===== config.mk =====
export PLATFORM = sky130hd
export DESIGN_NAME = uart_irq_ctrl
export DESIGN_NICKNAME = d
export VERILOG_FILES = /design/src/rtl/uart_irq_pkg.sv /design/src/rtl/uart_irq_ctl.sv /design/src/rtl/uart_irq_dp.sv /design/src/rtl/uart_irq_ctrl.sv
export SDC_FILE = /design/constraint.sdc
export NUM_CORES = 1
export LEC_CHECK = 0
export BUFFER_PORTS_ARGS = -buffer_cell sky130_fd_sc_hd__buf_4
export CAP_MARGIN = 20
export CORE_MARGIN = 3
export CORE_UTILIZATION = 25
export DETAILED_ROUTE_END_ITERATION = 10
export GPL_TIMING_DRIVEN = 1
export RECOVER_POWER = 50
export SLEW_MARGIN = 10
export SYNTH_ARGS = -nofsm -noshare
export SYNTH_HDL_FRONTEND = slang
export SYNTH_SLANG_ARGS = --single-unit

===== constraint.sdc =====
create_clock -name clk -period 0.8 [get_ports clk]
set_input_delay 0.08 -clock clk [delete_from_list [all_inputs] [get_ports clk]]
set_output_delay 0.08 -clock clk [all_outputs]
set_load 0.1 [all_outputs]

===== src/rtl/uart_irq_pkg.sv =====
package uart_irq_pkg;
  localparam int SRC_N = 4;
  localparam int SRC_RX = 0;
  localparam int SRC_TX = 1;
  localparam int SRC_LINE = 2;
  localparam int SRC_MODEM = 3;
  localparam int BUS_W = 8;

  typedef struct packed {
    logic             loadMask;
    logic [SRC_N-1:0] newMask;
    logic             rxAvail;
  } irqStrobe_t;
endpackage


===== src/rtl/uart_irq_ctl.sv =====
module uart_irq_ctl
  import uart_irq_pkg::*;
#(
  parameter int FILL_W = 5
) (
  input  logic              cpuWrEn,
  input  logic [BUS_W-1:0]  cpuWrData,
  input  logic [FILL_W-1:0] rxFill,
  input  logic [FILL_W-1:0] rxTrigger,
  input  logic              fifoMode,
  input  logic              dataReady,
  output irqStrobe_t        strobe
);
  logic trigReached;

  // Trigger comparison: reached at the level, released below it.
  assign trigReached = (rxFill >= rxTrigger);

  always_comb begin
    strobe.loadMask = cpuWrEn;
    strobe.newMask  = cpuWrData[SRC_N-1:0];
    strobe.rxAvail  = fifoMode ? trigReached : dataReady;
  end
endmodule


===== src/rtl/uart_irq_dp.sv =====
module uart_irq_dp
  import uart_irq_pkg::*;
#(
  parameter int LINE_N = 4,
  parameter int MODEM_N = 4
) (
  input  logic               clk,
  input  logic               rstN,
  input  irqStrobe_t         strobe,
  input  logic               thrEmpty,
  input  logic [LINE_N-1:0]  lineErr,
  input  logic [MODEM_N-1:0] modemDelta,
  output logic [BUS_W-1:0]   rdData,
  output logic               irq
);
  localparam int PAD_W = BUS_W - SRC_N;

  logic [SRC_N-1:0] maskQ;
  logic [SRC_N-1:0] srcVec;
  logic [SRC_N-1:0] gated;

  always_ff @(posedge clk or negedge rstN) begin
    if (!rstN)                maskQ <= '0;
    else if (strobe.loadMask) maskQ <= strobe.newMask;
  end

  always_comb begin
    srcVec            = '0;
    srcVec[SRC_RX]    = strobe.rxAvail;
    srcVec[SRC_TX]    = thrEmpty;
    srcVec[SRC_LINE]  = |lineErr;
    srcVec[SRC_MODEM] = |modemDelta;
  end

  for (genvar g = 0; g < SRC_N; g++) begin : g_gate
    assign gated[g] = srcVec[g] & maskQ[g];
  end

  always_ff @(posedge clk or negedge rstN) begin
    if (!rstN) irq <= 1'b0;
    else       irq <= |gated;
  end

  assign rdData = {{PAD_W{1'b0}}, maskQ};

  // a write lands in the mask one edge later
  p_mask_load_r2: assert property (@(posedge clk) disable iff (!rstN)
    strobe.loadMask |=> (rdData[SRC_N-1:0] == $past(strobe.newMask)));
  // without a write the mask holds
  p_mask_hold_r2: assert property (@(posedge clk) disable iff (!rstN)
    !strobe.loadMask |=> $stable(maskQ));
  // upper read bits are zero
  p_rd_upper_zero_r2: assert property (@(posedge clk) disable iff (!rstN)
    rdData[BUS_W-1:SRC_N] == '0);
  // fully masked means quiet next cycle
  p_masked_quiet_r8: assert property (@(posedge clk) disable iff (!rstN)
    (maskQ == '0) |=> !irq);

  p_tx_raise_r5: assert property (@(posedge clk) disable iff (!rstN)
    (maskQ[SRC_TX] && thrEmpty) |=> irq);

  p_line_raise_r6: assert property (@(posedge clk) disable iff (!rstN)
    (maskQ[SRC_LINE] && lineErr != '0) |=> irq);

  p_modem_raise_r7: assert property (@(posedge clk) disable iff (!rstN)
    (maskQ[SRC_MODEM] && modemDelta != '0) |=> irq);
endmodule


===== src/rtl/uart_irq_ctrl.sv =====
module uart_irq_ctrl
  import uart_irq_pkg::*;
#(
  parameter int FILL_W = 5
) (
  input  logic              clk,
  input  logic              rstN,
  input  logic              cpuWrEn,
  input  logic [7:0]        cpuWrData,
  output logic [7:0]        cpuRdData,
  input  logic [FILL_W-1:0] rxFill,
  input  logic [FILL_W-1:0] rxTrigger,
  input  logic              fifoMode,
  input  logic              dataReady,
  input  logic              thrEmpty,
  input  logic [3:0]        lineErr,
  input  logic [3:0]        modemDelta,
  output logic              irq
);
  irqStrobe_t strobe;

  uart_irq_ctl #(.FILL_W(FILL_W)) ctl_i (
    .cpuWrEn   (cpuWrEn),
    .cpuWrData (cpuWrData),
    .rxFill    (rxFill),
    .rxTrigger (rxTrigger),
    .fifoMode  (fifoMode),
    .dataReady (dataReady),
    .strobe    (strobe)
  );

  uart_irq_dp #(.LINE_N(4), .MODEM_N(4)) dp_i (
    .clk        (clk),
    .rstN       (rstN),
    .strobe     (strobe),
    .thrEmpty   (thrEmpty),
    .lineErr    (lineErr),
    .modemDelta (modemDelta),
    .rdData     (cpuRdData),
    .irq        (irq)
  );

  // fill at or above trigger in FIFO mode raises the request when unmasked
  p_fifo_trig_r3: assert property (@(posedge clk) disable iff (!rstN)
    (fifoMode && cpuRdData[0] && rxFill >= rxTrigger) |=> irq);
  // data-ready drives the receive source outside FIFO mode
  p_nofifo_ready_r4: assert property (@(posedge clk) disable iff (!rstN)
    (!fifoMode && cpuRdData[0] && dataReady) |=> irq);
endmodule


==> impl_metrics.tcl, run 1 <==
set metrics [dict create \
    nNetsFinal 110 \
    cts_post_setup_buffers_inserted 0 \
    run_status "finished with violations" \
    detailroute.via_count 389 \
    fin_crit_ns 1.009 \
    cts_num_sinks 5 \
    combinational_family_with_the_most_area_after_synthesis "adder cells" \
    place.port_buffers 32 \
    cts_tree "yes" \
    switching_power_mw 0.5093 \
    antenna_found_initial 0 \
    clock_skew_ns 0.0008155 \
    grt_first_pass_wirelength_mm 1.483 \
    cts_made_buffers 3 \
    fin_hold_ws_ns 0.06529 \
    vias_per_cell 4.471 \
    dp_hpwl_um 778.5 \
    synth_compound_gate_area_share_pct 11.82 \
    finalWorstSetupSlack_ns -0.2085 \
    power_frac_clock_pct 25.7 \
    grt_setup_unrepaired "yes" \
    antenna_diode_count 0 \
    criticalPathCategory "reg2out" \
    die_width_um 44.49 \
    cap_violations 0 \
    clock.fmax_mhz 991.6 \
    cts_root_buf "sky130_fd_sc_hd__clkbuf_4" \
    cts-root-to-sink-buffers 2 \
    cell_internal_pwr_mw 0.7193 \
    clock_insertion_delay_worst_skew_ns 0.25 \
    first_global_vias 372 \
    fillerInstances 130 \
    failed_checks "negative setup slack" \
    timing.critical_path.arrival_ns 0.93 \
    die_area_mm2 0.001979 \
    grt_start_max_net_pins 6 \
    slew_violations 0 \
    drtPass1Iterations 2 \
    final_layout_size_suffix_gt1_share_pct 61.11 \
    drt.antenna.violating_nets 0 \
    muxShareOfSynthArea_pct 15.20 \
    crit_path_max_fanout 4 \
    final_common_cell "sky130_fd_sc_hd__buf_4" \
    seq_area_frac_synth_pct 33.78 \
    yosys.area_share.xor_xnor_pct 0 \
    power.ir.vdd_worst_uv 1077 \
    synth_area_um2 370.4 \
    critical_path.endpoint_type "output pin" \
    static-leakage-power_nw 0.3686 \
    biggest_cell_delay_along_the_critical_path_ns 0.50 \
    path_cells "buf_12" \
    path_clk_slew_ns 0.05 \
    routedWlPerCell_um 11.80 \
    cts_htree_levels 1 \
    synth.avg_cell_area_um2 10.29 \
    route.detailed.drc 0 \
    grt_overflow_total 0 \
    worst_setup_path_start_kind "register" \
    area_delta_synth_final_pct 96.62 \
    post_synth_num_cell_types 14 \
    gp_congestion 0.5748 \
    totalNegativeSetupSlack_ns -1.397 \
    finalCritPeriodShare_pct 126.1 \
    core_area_mm2 0.001350 \
    worst-endpoint-required_ns 0.72 \
    hold_viol_final 0 \
    swShare_pct 41.45 \
    yosysWarningCount 0 \
    final_cell_mix "sky130_fd_sc_hd__buf_4 (26), sky130_fd_sc_hd__inv_1 (5), sky130_fd_sc_hd__ha_1 (5)" \
    synthAdderAreaFrac_pct 16.89 \
    drt_wl_total_mm 1.027 \
    num_rows 13 \
    p_per_area_mw_per_mm2 1687 \
    synth_seq_cells 5 \
    crit_slowest_cell "sky130_fd_sc_hd__dfrtp_4" \
    drt_iter0_markers 2 \
    timing.final.setup_violations 10 \
    grt.total_usage_pct 10.28 \
    fp.dieH_um 44.49 \
    worstPathBufferInverterCount 1 \
    syn_inst 36 \
    yosys.area_share.simple_pct 8.108 \
    start_util_pct 27.43 \
    io-pin-count 41 \
    power.share.combinational_pct 47.6 \
    critPathTopFamily "flip-flops" \
    seq_power_share_pct 26.8 \
    holdCritPathClass "in2reg" \
]
## registers in the layout, indices dropped and copies added (netlist names)
register,cells
dp_i.maskQ,4
dp_i.irq,1
## worst paths after layout
kind	start	end	slack (ns)	cells after the start
worst max-delay path	dp_i.maskQ[0]	cpuRdData[0]	-0.21	1
worst min-delay path	cpuWrData[2]	dp_i.maskQ[2]	0.07	2
worst max register to register	dp_i.maskQ[2]	dp_i.irq	-0.13	2
worst min register to register	dp_i.maskQ[3]	dp_i.irq	0.61	2
max in group asynchronous	rstN	dp_i.maskQ[0]	0.33	2
min in group asynchronous	rstN	dp_i.maskQ[3]	0.23	2
## Yosys cell counts
library cell / count / share of area [%]
sky130_fd_sc_hd__inv_1: 5 / 5.1
sky130_fd_sc_hd__ha_1: 5 / 17
sky130_fd_sc_hd__a22oi_1: 2 / 4.1
sky130_fd_sc_hd__dfrtp_1: 5 / 34
sky130_fd_sc_hd__o211ai_1: 1 / 2.0
sky130_fd_sc_hd__buf_4: 4 / 8.1
sky130_fd_sc_hd__nor3b_1: 1 / 2.0
sky130_fd_sc_hd__or4_1: 2 / 4.1
sky130_fd_sc_hd__mux2_2: 5 / 15
sky130_fd_sc_hd__nor2_1: 2 / 2.0
sky130_fd_sc_hd__o21a_1: 1 / 2.0
sky130_fd_sc_hd__o21ai_0: 1 / 1.4
sky130_fd_sc_hd__o311ai_1: 1 / 2.4
sky130_fd_sc_hd__conb_1: 1 / 1.0
## per-layer routing
metal,GRT usage [%],routed length (µm)
met5,0,0
met2,16.91,560
met3,2.033,96
met4,7.229,20
met1,11.71,350
## logic make-up (layout without fill, tap and decap cells)
family / Yosys count / after routing
buffers and inverters: 9 / 42
AOI/OAI and AO/OA: 6 / 6
adders and majority gates: 5 / 5
muxes: 5 / 5
DFF: 5 / 5
and+or+nand+nor: 5 / 5
other: 1 / 4
## power by group through the flow
stage	registers (mW)	clock network, mW	logic (mW)
finish	0.329	0.315	0.584
global route	0.333	0.345	0.613
CTS	0.329	0.308	0.582
detailed placement	0.318	0	0.513
global placement	0.317	0	0.509
floorplan	0.507	0	0.171
## area by class of cell
type	count	area (µm²)	area share (%)
flip-flops and latches	5	140.1	19.24
inverters	5	18.77	2.577
repair buffers	33	304.0	41.75
well taps	15	18.77	2.577
multi-input cells	25	220.2	30.24
clock buffers	4	26.28	3.608
## repair_timing
item,in CTS,in global routing
hold buffers,1,0
endpoints found under the hold margin,5,0
setup endpoints to repair,10,10
resized for setup,15,2
## metrics by stage
stage / total power, mW / area [µm²] / setup WS, ns / utilization [%] / std cells
detailed placement: 0.8309 / 625.6 / -0.3595 / 46.34 / 82
finish: 1.229 / 728.2 / -0.2085 / 53.94 / 87
floorplan: 0.6777 / 396.6 / -0.2522 / - / 39
CTS: 1.219 / 724.4 / -0.2088 / 53.66 / 87
global route: 1.291 / 728.2 / -0.2381 / 53.94 / 87
global placement: 0.8257 / 625.6 / -0.3650 / 46.34 / 82
Note: power is estimated with default switching activity, not from simulation.
==> inputs of run 2 (changes only) <==
--- a/config.mk
+++ b/config.mk
@@ -7,7 +7,7 @@
 export LEC_CHECK = 0
 export BUFFER_PORTS_ARGS = -buffer_cell sky130_fd_sc_hd__buf_4
 export CAP_MARGIN = 20
-export CORE_MARGIN = 3
+export CORE_MARGIN = 2
 export CORE_UTILIZATION = 25
 export DETAILED_ROUTE_END_ITERATION = 10
 export GPL_TIMING_DRIVEN = 1
==> run 2 against run 1 <==
- the run still ends with negative setup slack left
- clock power shrank 1%
- clock-buffer cell count is the same
- final area shrank 1.0%
- clock skew grew 0.0029 ns
- non-clock buffer count is the same
- largest cell class unchanged
==> impl_metrics.tcl, run 2 (synthesis gave the netlist of run 1 again) <==
set metrics [dict create \
    cts-root-to-sink-buffers 2 \
    dp_hpwl_um 768.7 \
    nNetsFinal 110 \
    grt_overflow_total 0 \
    start_util_pct 27.43 \
    r2r_slack_ns -0.13 \
    path_cells "buf_12" \
    cell_internal_pwr_mw 0.7126 \
    final_cell_mix "sky130_fd_sc_hd__buf_4 (26), sky130_fd_sc_hd__inv_1 (5), sky130_fd_sc_hd__mux2_2 (5), sky130_fd_sc_hd__ha_1 (5)" \
    route.detailed.drc 0 \
    regToRegEndpoint "dp_i.irq" \
    reg2regPathDepth 2 \
    crit_path_end "cpuRdData[1]" \
    detailroute.via_count 399 \
    area_delta_synth_final_pct 94.59 \
    final_layout_size_suffix_gt1_share_pct 61.11 \
    post-route-util_pct 53.38 \
    power_frac_clock_pct 25.7 \
    criticalPathCategory "reg2out" \
    critPathTopFamily "flip-flops" \
    drt_wl_total_um 923 \
    die_width_um 42.49 \
    clock_skew_ns 0.003762 \
    worst_setup_path_start_kind "register" \
    cp-startpoint "dp_i.maskQ[1]" \
    final-instance-count-excl-fill 87 \
    timing.final.setup_violations 10 \
    grt_start_max_net_pins 6 \
    grt_setup_unrepaired "yes" \
    hold_viol_final 0 \
    path_clk_slew_ns 0.05 \
    power_mw 1.211 \
    swShare_pct 41.17 \
    slew_violations 0 \
    wp_depth 1 \
    crit_slowest_cell "sky130_fd_sc_hd__dfrtp_4" \
    first_global_vias 417 \
    largest_reg_flops 4 \
    die_area_mm2 0.001805 \
    crit_path_max_fanout 3 \
    seq_power_share_pct 27.0 \
    final_common_cell "sky130_fd_sc_hd__buf_4" \
    cts_root_buf "sky130_fd_sc_hd__clkbuf_4" \
    holdCritPathClass "in2reg" \
    switching_power_mw 0.4987 \
    biggest_cell_delay_along_the_critical_path_ns 0.50 \
    cts_tree "yes" \
    antenna_found_initial 0 \
    p_per_area_mw_per_mm2 1681 \
    cap_violations 0 \
    cts_num_sinks 5 \
    drtPass1Iterations 2 \
    clock.fmax_mhz 994.4 \
    post-place-cells 82 \
    static-leakage-power_nw 0.3601 \
    worst-endpoint-required_ns 0.72 \
    worstPathBufferInverterCount 1 \
    drt_iter0_markers 2 \
    timing.critical_path.arrival_ns 0.93 \
    dp_slack_ns -0.3576 \
    cts_htree_levels 1 \
    run_status "finished with violations" \
    power.ir.vdd_worst_uv 864.9 \
    io-pin-count 41 \
    antenna_diode_count 0 \
    num_rows 13 \
    clock_insertion_delay_worst_skew_ns 0.25 \
    routedWlPerCell_um 10.61 \
    finalWorstSetupSlack_ns -0.2056 \
    fin_crit_ns 1.006 \
    gp_congestion 0.6042 \
    grt_first_pass_wirelength_mm 1.642 \
    postLayoutCellArea_um2 720.7 \
    fillerInstances 139 \
    grt.total_usage_pct 13.07 \
    vias_per_cell 4.586 \
    finalCritPeriodShare_pct 125.7 \
    fp.dieH_um 42.49 \
    r2r-start "dp_i.maskQ[2]" \
    critical_path.endpoint_type "output pin" \
    largest_registers "dp_i.maskQ: 4 flops, dp_i.irq: 1 flops" \
    place.port_buffers 32 \
    power.share.combinational_pct 47.3 \
    largest-register "dp_i.maskQ" \
    cts_made_buffers 3 \
    core_area_mm2 0.001350 \
    drt.antenna.violating_nets 0 \
    cts_post_setup_buffers_inserted 0 \
    placement.cell_area_um2 625.6 \
    failed_checks "negative setup slack" \
]
run 2: stage by stage:
stage	TNS (ns)	hold WS, ns
2_1_floorplan	-1.316	-0.2156
3_3_place_gp	-0.5695	-0.1148
3_5_place_dp	-0.5550	-0.1160
4_1_cts	-1.448	0.05236
5_1_grt	-1.609	0.04297
6_report	-1.339	0.05930
run 2: layer usage:
metal	part of all wire [%]	GRT usage, %	vias to the layer above
met2	50	20.92	24
met4	3.7	11.25	0
met3	11	7.328	5
li1	-	-	193
met1	36	11.69	177
met5	0	0	-
run 2: what timing repair did:
item | 4_1_cts | 5_1_grt
endpoints found under the setup margin | 10 | 10
endpoints found under the hold margin | 5 | 0
resized for setup | 15 | 0
hold buffers | 1 | 0
run 2: cell type report:
cell class	count	area, µm²	area share [%]
inverters	5	18.77	2.604
clock buffers	4	26.28	3.646
flip-flops and latches	5	140.1	19.44
well taps	15	18.77	2.604
repair buffers	33	304.0	42.19
multi-input cells	25	212.7	29.51
run 2: how the worst min path moves through the flow:
stage                                to         start  cells after the start  slack [ns]
final                     dp_i.maskQ[1]  cpuWrData[1]                      2        0.06
after global routing      dp_i.maskQ[1]  cpuWrData[1]                      2        0.04
after CTS                 dp_i.maskQ[0]  cpuWrData[0]                      2        0.05
after detailed placement  dp_i.maskQ[1]          rstN                      1       -0.12
after global placement    dp_i.maskQ[2]          rstN                      1       -0.11
after floorplan                dp_i.irq          rstN                      0       -0.22
run 2: power groups by stage:
| stage | Sequential [mW] | Combinational [mW] | Clock [mW] |
|---|---|---|---|
| 2_1_floorplan | 0.507 | 0.171 | 0 |
| 3_3_place_gp | 0.318 | 0.511 | 0 |
| 3_5_place_dp | 0.318 | 0.512 | 0 |
| 4_1_cts | 0.329 | 0.581 | 0.326 |
| 5_1_grt | 0.332 | 0.605 | 0.353 |
| 6_report | 0.327 | 0.572 | 0.311 |
